--- config.mk ---
export PLATFORM = sky130hd
export DESIGN_NAME = line_tick_irq
export DESIGN_NICKNAME = d
export VERILOG_FILES = /design/src/rtl/ltc_pkg.sv /design/src/rtl/ltc_line_sync.sv /design/src/rtl/ltc_csr.sv /design/src/rtl/irq_req_latch.sv /design/src/rtl/irq_prio_arb.sv /design/src/rtl/line_tick_irq.sv
export SDC_FILE = /design/constraint.sdc
export NUM_CORES = 1
export LEC_CHECK = 0
export BUFFER_PORTS_ARGS = -buffer_cell sky130_fd_sc_hd__clkbuf_2
export CAP_MARGIN = 20
export CORE_MARGIN = 8
export CORE_UTILIZATION = 32
export CTS_CLUSTER_DIAMETER = 30
export CTS_CLUSTER_SIZE = 8
export DETAILED_ROUTE_END_ITERATION = 16
export PLACE_DENSITY_LB_ADDON = 0.2
export SYNTH_ARGS = -nofsm -noshare
export SYNTH_HDL_FRONTEND = slang
export SYNTH_SLANG_ARGS = --single-unit
--- constraint.sdc ---
create_clock -name clk_i -period 1.2 [get_ports clk_i]
set_input_delay 0.06 -clock clk_i [delete_from_list [all_inputs] [get_ports clk_i]]
set_output_delay 0.06 -clock clk_i [all_outputs]
set_load 0.02 [all_outputs]
--- src/rtl/ltc_pkg.sv ---
package ltc_pkg;
  localparam int NCH     = 3;
  localparam int CH_LTC  = 0;
  localparam int CH_RX   = 1;
  localparam int CH_TX   = 2;
  localparam int MON_BIT = 7;
  localparam int IE_BIT  = 6;
endpackage

--- src/rtl/ltc_line_sync.sv ---
module ltc_line_sync #(
  parameter int STAGES = 2
) (
  input  logic clk_i,
  input  logic rst_ni,
  input  logic line_ni,
  output logic fall_o
);
  logic [STAGES-1:0] sync_q;
  logic              prev_q;

  // idle level of an active-low line is high: reset to 1 to avoid a false edge
  always_ff @(posedge clk_i or negedge rst_ni) begin
    if (!rst_ni) sync_q[0] <= 1'b1;
    else         sync_q[0] <= line_ni;
  end

  for (genvar i = 1; i < STAGES; i++) begin : g_stage
    always_ff @(posedge clk_i or negedge rst_ni) begin
      if (!rst_ni) sync_q[i] <= 1'b1;
      else         sync_q[i] <= sync_q[i-1];
    end
  end

  always_ff @(posedge clk_i or negedge rst_ni) begin
    if (!rst_ni) prev_q <= 1'b1;
    else         prev_q <= sync_q[STAGES-1];
  end

  assign fall_o = prev_q & ~sync_q[STAGES-1];
endmodule

--- src/rtl/ltc_csr.sv ---
module ltc_csr
  import ltc_pkg::*;
#(
  parameter int DATA_W = 16
) (
  input  logic              clk_i,
  input  logic              rst_ni,
  input  logic              en_i,
  input  logic              fall_i,
  input  logic              req_i,
  input  logic              we_i,
  input  logic              wmon_i,
  input  logic              wie_i,
  output logic [DATA_W-1:0] rdata_o,
  output logic              ack_o,
  output logic              mon_o,
  output logic              ie_o
);
  logic mon_q, ie_q, wr;

  assign ack_o = req_i & en_i;
  assign wr    = ack_o & we_i;

  always_ff @(posedge clk_i or negedge rst_ni) begin
    if (!rst_ni) begin
      mon_q <= 1'b1;
      ie_q  <= 1'b0;
    end else begin
      if (wr) ie_q <= wie_i;
      // hardware set beats a software clear in the same cycle
      if (en_i && fall_i)   mon_q <= 1'b1;
      else if (wr && !wmon_i) mon_q <= 1'b0;
    end
  end

  always_comb begin
    rdata_o = '0;
    if (ack_o) begin
      rdata_o[MON_BIT] = mon_q;
      rdata_o[IE_BIT]  = ie_q;
    end
  end

  assign mon_o = mon_q;
  assign ie_o  = ie_q;
endmodule

--- src/rtl/irq_req_latch.sv ---
module irq_req_latch (
  input  logic clk_i,
  input  logic rst_ni,
  input  logic kill_i,
  input  logic set_i,
  input  logic clr_i,
  output logic pend_o
);
  always_ff @(posedge clk_i or negedge rst_ni) begin
    if (!rst_ni)     pend_o <= 1'b0;
    else if (kill_i) pend_o <= 1'b0;
    else if (set_i)  pend_o <= 1'b1;
    else if (clr_i)  pend_o <= 1'b0;
  end
endmodule

--- src/rtl/irq_prio_arb.sv ---
module irq_prio_arb
  import ltc_pkg::*;
#(
  parameter int          VEC_W   = 8,
  parameter int          LVL_W   = 3,
  parameter logic [LVL_W-1:0] LTC_LVL = 3'd6,
  parameter logic [LVL_W-1:0] SLU_LVL = 3'd4,
  parameter logic [VEC_W-1:0] LTC_VEC = 8'o100,
  parameter logic [VEC_W-1:0] TX_OFS  = 8'd4
) (
  input  logic [NCH-1:0]   pend_i,
  input  logic [VEC_W-1:0] rx_base_i,
  output logic [NCH-1:0]   win_o,
  output logic             irq_o,
  output logic [LVL_W-1:0] lvl_o,
  output logic [VEC_W-1:0] vec_o
);
  logic [LVL_W-1:0] lvl_tab [NCH];
  logic [VEC_W-1:0] vec_tab [NCH];

  always_comb begin
    lvl_tab[CH_LTC] = LTC_LVL;
    lvl_tab[CH_RX]  = SLU_LVL;
    lvl_tab[CH_TX]  = SLU_LVL;
    vec_tab[CH_LTC] = LTC_VEC;
    vec_tab[CH_RX]  = rx_base_i;
    vec_tab[CH_TX]  = rx_base_i + TX_OFS;
  end

  // lowest index wins: clock, receiver, transmitter
  assign win_o = pend_i & (~pend_i + NCH'(1));
  assign irq_o = |pend_i;

  always_comb begin
    lvl_o = '0;
    vec_o = '0;
    for (int i = 0; i < NCH; i++) begin
      if (win_o[i]) begin
        lvl_o = lvl_o | lvl_tab[i];
        vec_o = vec_o | vec_tab[i];
      end
    end
  end
endmodule

--- src/rtl/line_tick_irq.sv ---
module line_tick_irq
  import ltc_pkg::*;
#(
  parameter int DATA_W      = 16,
  parameter int VEC_W       = 8,
  parameter int LVL_W       = 3,
  parameter int SYNC_STAGES = 2
) (
  input  logic              clk_i,
  input  logic              rst_ni,
  input  logic              clk_en_i,
  input  logic              line_ni,
  input  logic              reg_req_i,
  input  logic              reg_we_i,
  input  logic [DATA_W-1:0] reg_wdata_i,
  output logic [DATA_W-1:0] reg_rdata_o,
  output logic              reg_ack_o,
  input  logic              rx_evt_i,
  input  logic              tx_evt_i,
  input  logic [VEC_W-1:0]  rx_vec_base_i,
  input  logic              irq_gnt_i,
  output logic              irq_o,
  output logic [LVL_W-1:0]  irq_lvl_o,
  output logic [VEC_W-1:0]  irq_vec_o
);
  logic           line_fall, mon_q, ie_q;
  logic [NCH-1:0] pend, win, set, kill;

  ltc_line_sync #(.STAGES(SYNC_STAGES)) u_sync (
    .clk_i, .rst_ni, .line_ni, .fall_o(line_fall)
  );

  ltc_csr #(.DATA_W(DATA_W)) u_csr (
    .clk_i, .rst_ni,
    .en_i(clk_en_i), .fall_i(line_fall),
    .req_i(reg_req_i), .we_i(reg_we_i),
    .wmon_i(reg_wdata_i[MON_BIT]), .wie_i(reg_wdata_i[IE_BIT]),
    .rdata_o(reg_rdata_o), .ack_o(reg_ack_o),
    .mon_o(mon_q), .ie_o(ie_q)
  );

  assign set[CH_LTC]  = line_fall & ie_q & clk_en_i;
  assign set[CH_RX]   = rx_evt_i;
  assign set[CH_TX]   = tx_evt_i;
  assign kill[CH_LTC] = ~clk_en_i;
  assign kill[CH_RX]  = 1'b0;
  assign kill[CH_TX]  = 1'b0;

  for (genvar c = 0; c < NCH; c++) begin : g_ch
    irq_req_latch u_req (
      .clk_i, .rst_ni,
      .kill_i(kill[c]), .set_i(set[c]),
      .clr_i(irq_gnt_i & win[c]),
      .pend_o(pend[c])
    );
  end

  irq_prio_arb #(.VEC_W(VEC_W), .LVL_W(LVL_W)) u_arb (
    .pend_i(pend), .rx_base_i(rx_vec_base_i),
    .win_o(win), .irq_o, .lvl_o(irq_lvl_o), .vec_o(irq_vec_o)
  );
endmodule

### Yosys cells after proc, flatten, opt, wreduce, memory -nomap -nowiden

Cells that the tools add are included.
W data, S select, Z words.

| cells by class | value |
|---|---|
| add/sub/neg operators | 2 |
| eq/ne operators | 1 |
| multiplexer cells | 16 |
| bitwise gates (word level) | 13 |
| reduce and logical (&&, ||, !) cells | 7 |

Operators with widths:

| kind | number |
|---|---|
| $mux W8 | 2 |
| $or A8 B8 Y8 | 2 |
| $mux W1 | 9 |
| $mux W3 | 3 |
| $add A8 B3 Y8 const B | 1 |
| $and A1 B1 Y1 | 8 |
| $mux W7 | 1 |
| $reduce_bool A2 Y1 | 3 |
| $add A3 B1 Y3 const B | 1 |
| $and A3 B3 Y3 | 1 |
| $ne A3 B1 Y1 const B | 1 |
| $not A3 Y3 | 1 |
| $reduce_or A3 Y1 | 1 |
| $logic_and A1 B1 Y1 | 2 |
| $mux W2 | 1 |
| $logic_not A1 Y1 | 1 |
| $not A1 Y1 | 1 |

| word-level totals | value |
|---|---|
| register bits | 8 |
| input port bits | 33 |
| output and inout bits | 29 |
| logic and storage cells | 47 |

### Longest topological paths before layout

| logic depth | value |
|---|---|
| depth after elaboration | 8 |
| depth in mapped cells | 4 |
| depth with buffers taken out | 4 |

### Modules after synthesis

From an unflattened synthesis, not the netlist that was laid out.

| unflattened totals | value |
|---|---|
| cells, all modules | 79 |
| area total of the unflattened synthesis | 720.7 um^2 |

Modules (own cells, without submodules):

| module | instances | cells each | area an instance (um^2) |
|---|---|---|---|
| irq_prio_arb | 1 | 33 | 237.7 |
| ltc_csr | 1 | 24 | 226.5 |
| irq_req_latch | 3 | 4 | 43.8 |
| ltc_line_sync | 1 | 4 | 92.6 |
| line_tick_irq | 1 | 6 | 32.5 |

### Least setup slack after synthesis

OpenSTA, ideal clock, no wires.

| timing path | value |
|---|---|
| kind | register to output |
| from | register g_ch[1].u_req.pend_o |
| to | output port irq_vec_o[7] |
| data arrival time | 1433 ps |
| required time | 1140 ps |
| slack | -293 ps |
| stages on the path, launching flop included | 4 |
| cells stage by stage | dfrtp_1 nand2b_2 or4_1 a31oi_1 |

| between the ends | value |
|---|---|
| cells in the longest elaborated chain, start to end | 6 |

Ends and longest elaborated chain:

| item | RTL line | source |
|---|---|---|
| start: declaration | irq_req_latch.sv:7 | `output logic pend_o` |
| start signal: assignment | irq_req_latch.sv:10 | `if (!rst_ni) pend_o <= 1'b0;` |
| start signal: assignment | irq_req_latch.sv:11 | `else if (kill_i) pend_o <= 1'b0;` |
| start signal: assignment | irq_req_latch.sv:12 | `else if (set_i) pend_o <= 1'b1;` |
| $not A3 Y3 | irq_prio_arb.sv:31 | `assign win_o = pend_i & (~pend_i + NCH'(1));` |
| $add A3 B1 Y3 | irq_prio_arb.sv:31 |  |
| $and A3 B3 Y3 (*) | irq_prio_arb.sv:31 |  |
| $mux W8 | irq_prio_arb.sv:38 | `if (win_o[i]) begin` |
| $or A8 B8 Y8 | irq_prio_arb.sv:40 | `vec_o = vec_o \| vec_tab[i];` |
| $mux W8 (*) | irq_prio_arb.sv:38 |  |
| end: declaration | line_tick_irq.sv:24 | `output logic [VEC_W-1:0] irq_vec_o` |

Every way passes the cells marked *; elsewhere a longest branch is shown, timed or not.

### Final worst setup path

Ends and elaborated chain as after synthesis.

==> flow_summary.ini <==
[outcome]
outcome = complete, but fails checks
failed_checks = setup timing

[finish]
syn_to_final_growth_pct = 69.2
seqCellArea_um2 = 205
diodes = 0
fillers = 181
stdcell_count = 151
multi_input_area_um2 = 433
layout-drive-gt1-share_pct = 56.5
finalNetCount = 159

[worst_setup_path]
path_max_fanout = 4
ff2ff_setup_slack_ns = 0.07
ff2ff_path_depth = 4
path_class = reg2out
startpoint_type = flop
r2r-start = g_ch[0].u_req.pend_o$_DFFE_PN0P_
crit_required_ns = 1.14
arrival_ns = 1.52
r2r_end = g_ch[1].u_req.pend_o$_DFFE_PN0P_
worst_setup_path_end_kind = output pin

[logic_synthesis]
synth_edf_count = 0
yosysTopAreaCell = buf_4
synth_seq_area_share_pct = 31.8
synth_cells = 74
synth_area_um2 = 646
synth_top_area_share_pct = 19.8
async_reset_ff_share_pct = 100
synth.distinct_cells = 30
synth_area_leaders = buf_4 20%, dfstp_2 16%, dfrtp_1 16%, nor2b_1 3.9%, mux2_2 3.5%
ys_warn_count = 0
synth.avg_cell_area_um2 = 8.72
synth_common_cells = 17 x buf_4, 5 x nand2_1
synth.most_common_cell = buf_4
synth_ff_type = dfstp_2
ys_ff_latch = 8

[sta]
fin_crit_sh_pct = 131
hold_violations = 0
max_freq_mhz = 634
drv_slew = 0
tns_ns = -2.66
setup_slack_ns = -0.378
hold_ws_ns = 0.0431
setup_violations = 10
period_needed_ns = 1.58
grt_setup_unrepaired = true
skew_ns = 0.0151

[floorplanning]
row_count = 16
core_um2 = 1940
die_x_um = 60.9
dieArea_um2 = 3710
ioPinCount = 62
start_util_pct = 33.2
die_h_um = 60.9

[drt]
wl_per_cell_um = 12.4
drt-initial-drc-count = 5
route.detailed.drc = 0
ant_nets = 0
first_pass_iters = 4
routed_wl_um = 1880
vias_per_cell = 4.45
num_vias = 672

[clock_network]
cts_max_level = 1
ctsRootBufferMaster = clkbuf_4
tritoncts = built
cts_buffer_depth = 2
cts_buffers = 3
clk_pin_slew_ns = 0.06
cts.sinks = 8
clk_latency_ns = 0.26

[min_path]
hp-start = reg_wdata_i[6]
hold_depth = 2
whs_endpoint = u_csr.ie_o$_DFFE_PN0P_
hp-class = in2reg

[global_routing]
grt_pass1_wl_um = 2570
grt_use_total_pct = 8.96
grt_max_degree = 14
grt_pass1_vias = 649
grt_overflow = 0
antenna_found_initial = 0

[placement]
port_buffers = 32
gp_congestion = 0.734
hpwl_um = 1370
dp_cells = 136

[flow_run]
cap_violations = 0

[power]
power.leakage_nw = 0.535
vdd_drop_max_mv = 0.846
powerDensity_nw_per_um2 = 877
## per-layer routing
metal,up-vias,track usage [%],share of wire (%)
met1,322,8.41,35
li1,323,-,-
met5,-,0,0
met4,0,1.99,0
met2,27,17.2,56
met3,0,4.03,8.8
## critical path, stage by stage (launching register included)
cell	delay (ns)
dfrtp_1	0.38
nand2b_4	0.16
or4_4	0.43
a31oi_4	0.16
buf_8	0.13
## registers in the layout, summed over array words and instances, names as in the netlist
name and flops:
u_csr.mon_o 1, g_ch.u_req.pend_o 3, u_sync.prev_q 1, u_csr.ie_o 1, u_sync.sync_q 2
## metrics by stage
stage / utilization (%) / instance area, µm² / setup slack (ns) / total power, W
2_1_floorplan: - / 737 / -0.0858 / 0.000563
4_1_cts: 50.8 / 987 / -0.441 / 0.000905
3_3_place_gp: 44.0 / 855 / -0.164 / 0.000632
6_report: 56.3 / 1090 / -0.378 / 0.000958
5_1_grt: 56.3 / 1090 / -0.442 / 0.00102
3_5_place_dp: 44.0 / 855 / -0.182 / 0.000636
## report_power, final
group          switching [W]  internal (W)  leakage (nW)
Sequential         0.0000143      0.000302        0.0879
Clock              0.0000938      0.000127        0.0150
Combinational       0.000217      0.000203         0.432
Total               0.000325      0.000632         0.535
## worst max path at each step
stage | start | depth (start not counted) | slack [ns] | endpoint
finish | g_ch[1].u_req.pend_o$_DFFE_PN0P_ | 4 | -0.38 | irq_vec_o[7]
floorplan | g_ch[1].u_req.pend_o$_DFFE_PN0P_ | 3 | -0.09 | irq_vec_o[7]
detailed placement | g_ch[1].u_req.pend_o$_DFFE_PN0P_ | 4 | -0.18 | irq_vec_o[7]
CTS | g_ch[1].u_req.pend_o$_DFFE_PN0P_ | 4 | -0.44 | irq_vec_o[7]
global placement | g_ch[1].u_req.pend_o$_DFFE_PN0P_ | 4 | -0.16 | irq_vec_o[7]
global route | g_ch[1].u_req.pend_o$_DFFE_PN0P_ | 4 | -0.44 | irq_vec_o[7]
## layout by cell type, fill, tap and decap left out, drive strengths merged
master,netlist,final
o21a,1,1
or3,2,2
dfrtp,4,4
a21o,1,1
a31oi,1,1
nor2b,4,4
o211ai,1,1
a22o,1,1
nand2b,4,4
mux2,2,2
a21oi,4,4
dfstp,4,4
a221o,1,1
and2,1,1
dlygate4sd3,0,4
or3b,1,1
nand3b,2,2
clkbuf,1,27
nand3,2,2
nor2,3,3
conb,1,15
or4,2,2
and3,2,2
nand2,5,5
o21ai,3,3
ha,1,1
nor3b,2,2
buf,18,24
## cell type report
class | count | share of cell area (%)
flip-flops and latches | 8 | 18.8
clock buffers | 4 | 2.41
well taps | 27 | 3.09
multi-input cells | 61 | 39.6
repair buffers | 51 | 36.1
## logic make-up (layout without fill, tap and decap cells)
| logic type | after synthesis | after routing | share of synthesized area (%) |
|---|---|---|---|
| other | 1 | 15 | 0.581 |
| buffers and inverters | 19 | 55 | 21.1 |
| flip-flops | 8 | 8 | 31.8 |
| adder cells (fa/ha/maj) | 1 | 1 | 1.94 |
| AND/OR/NAND/NOR | 30 | 30 | 28.3 |
| AO/OA/AOI/OAI | 13 | 13 | 12.8 |
| multiplexers | 2 | 2 | 3.49 |
## timing repair
action                                  CTS  global route
pin swaps                                 4             6
endpoints found under the setup margin   10            12
gates resized for setup                  15            27
buffers inserted                          2             5
endpoints found under the hold margin    11             0
hold buffers                              4             0
Note: power is estimated with default switching activity, not from simulation.
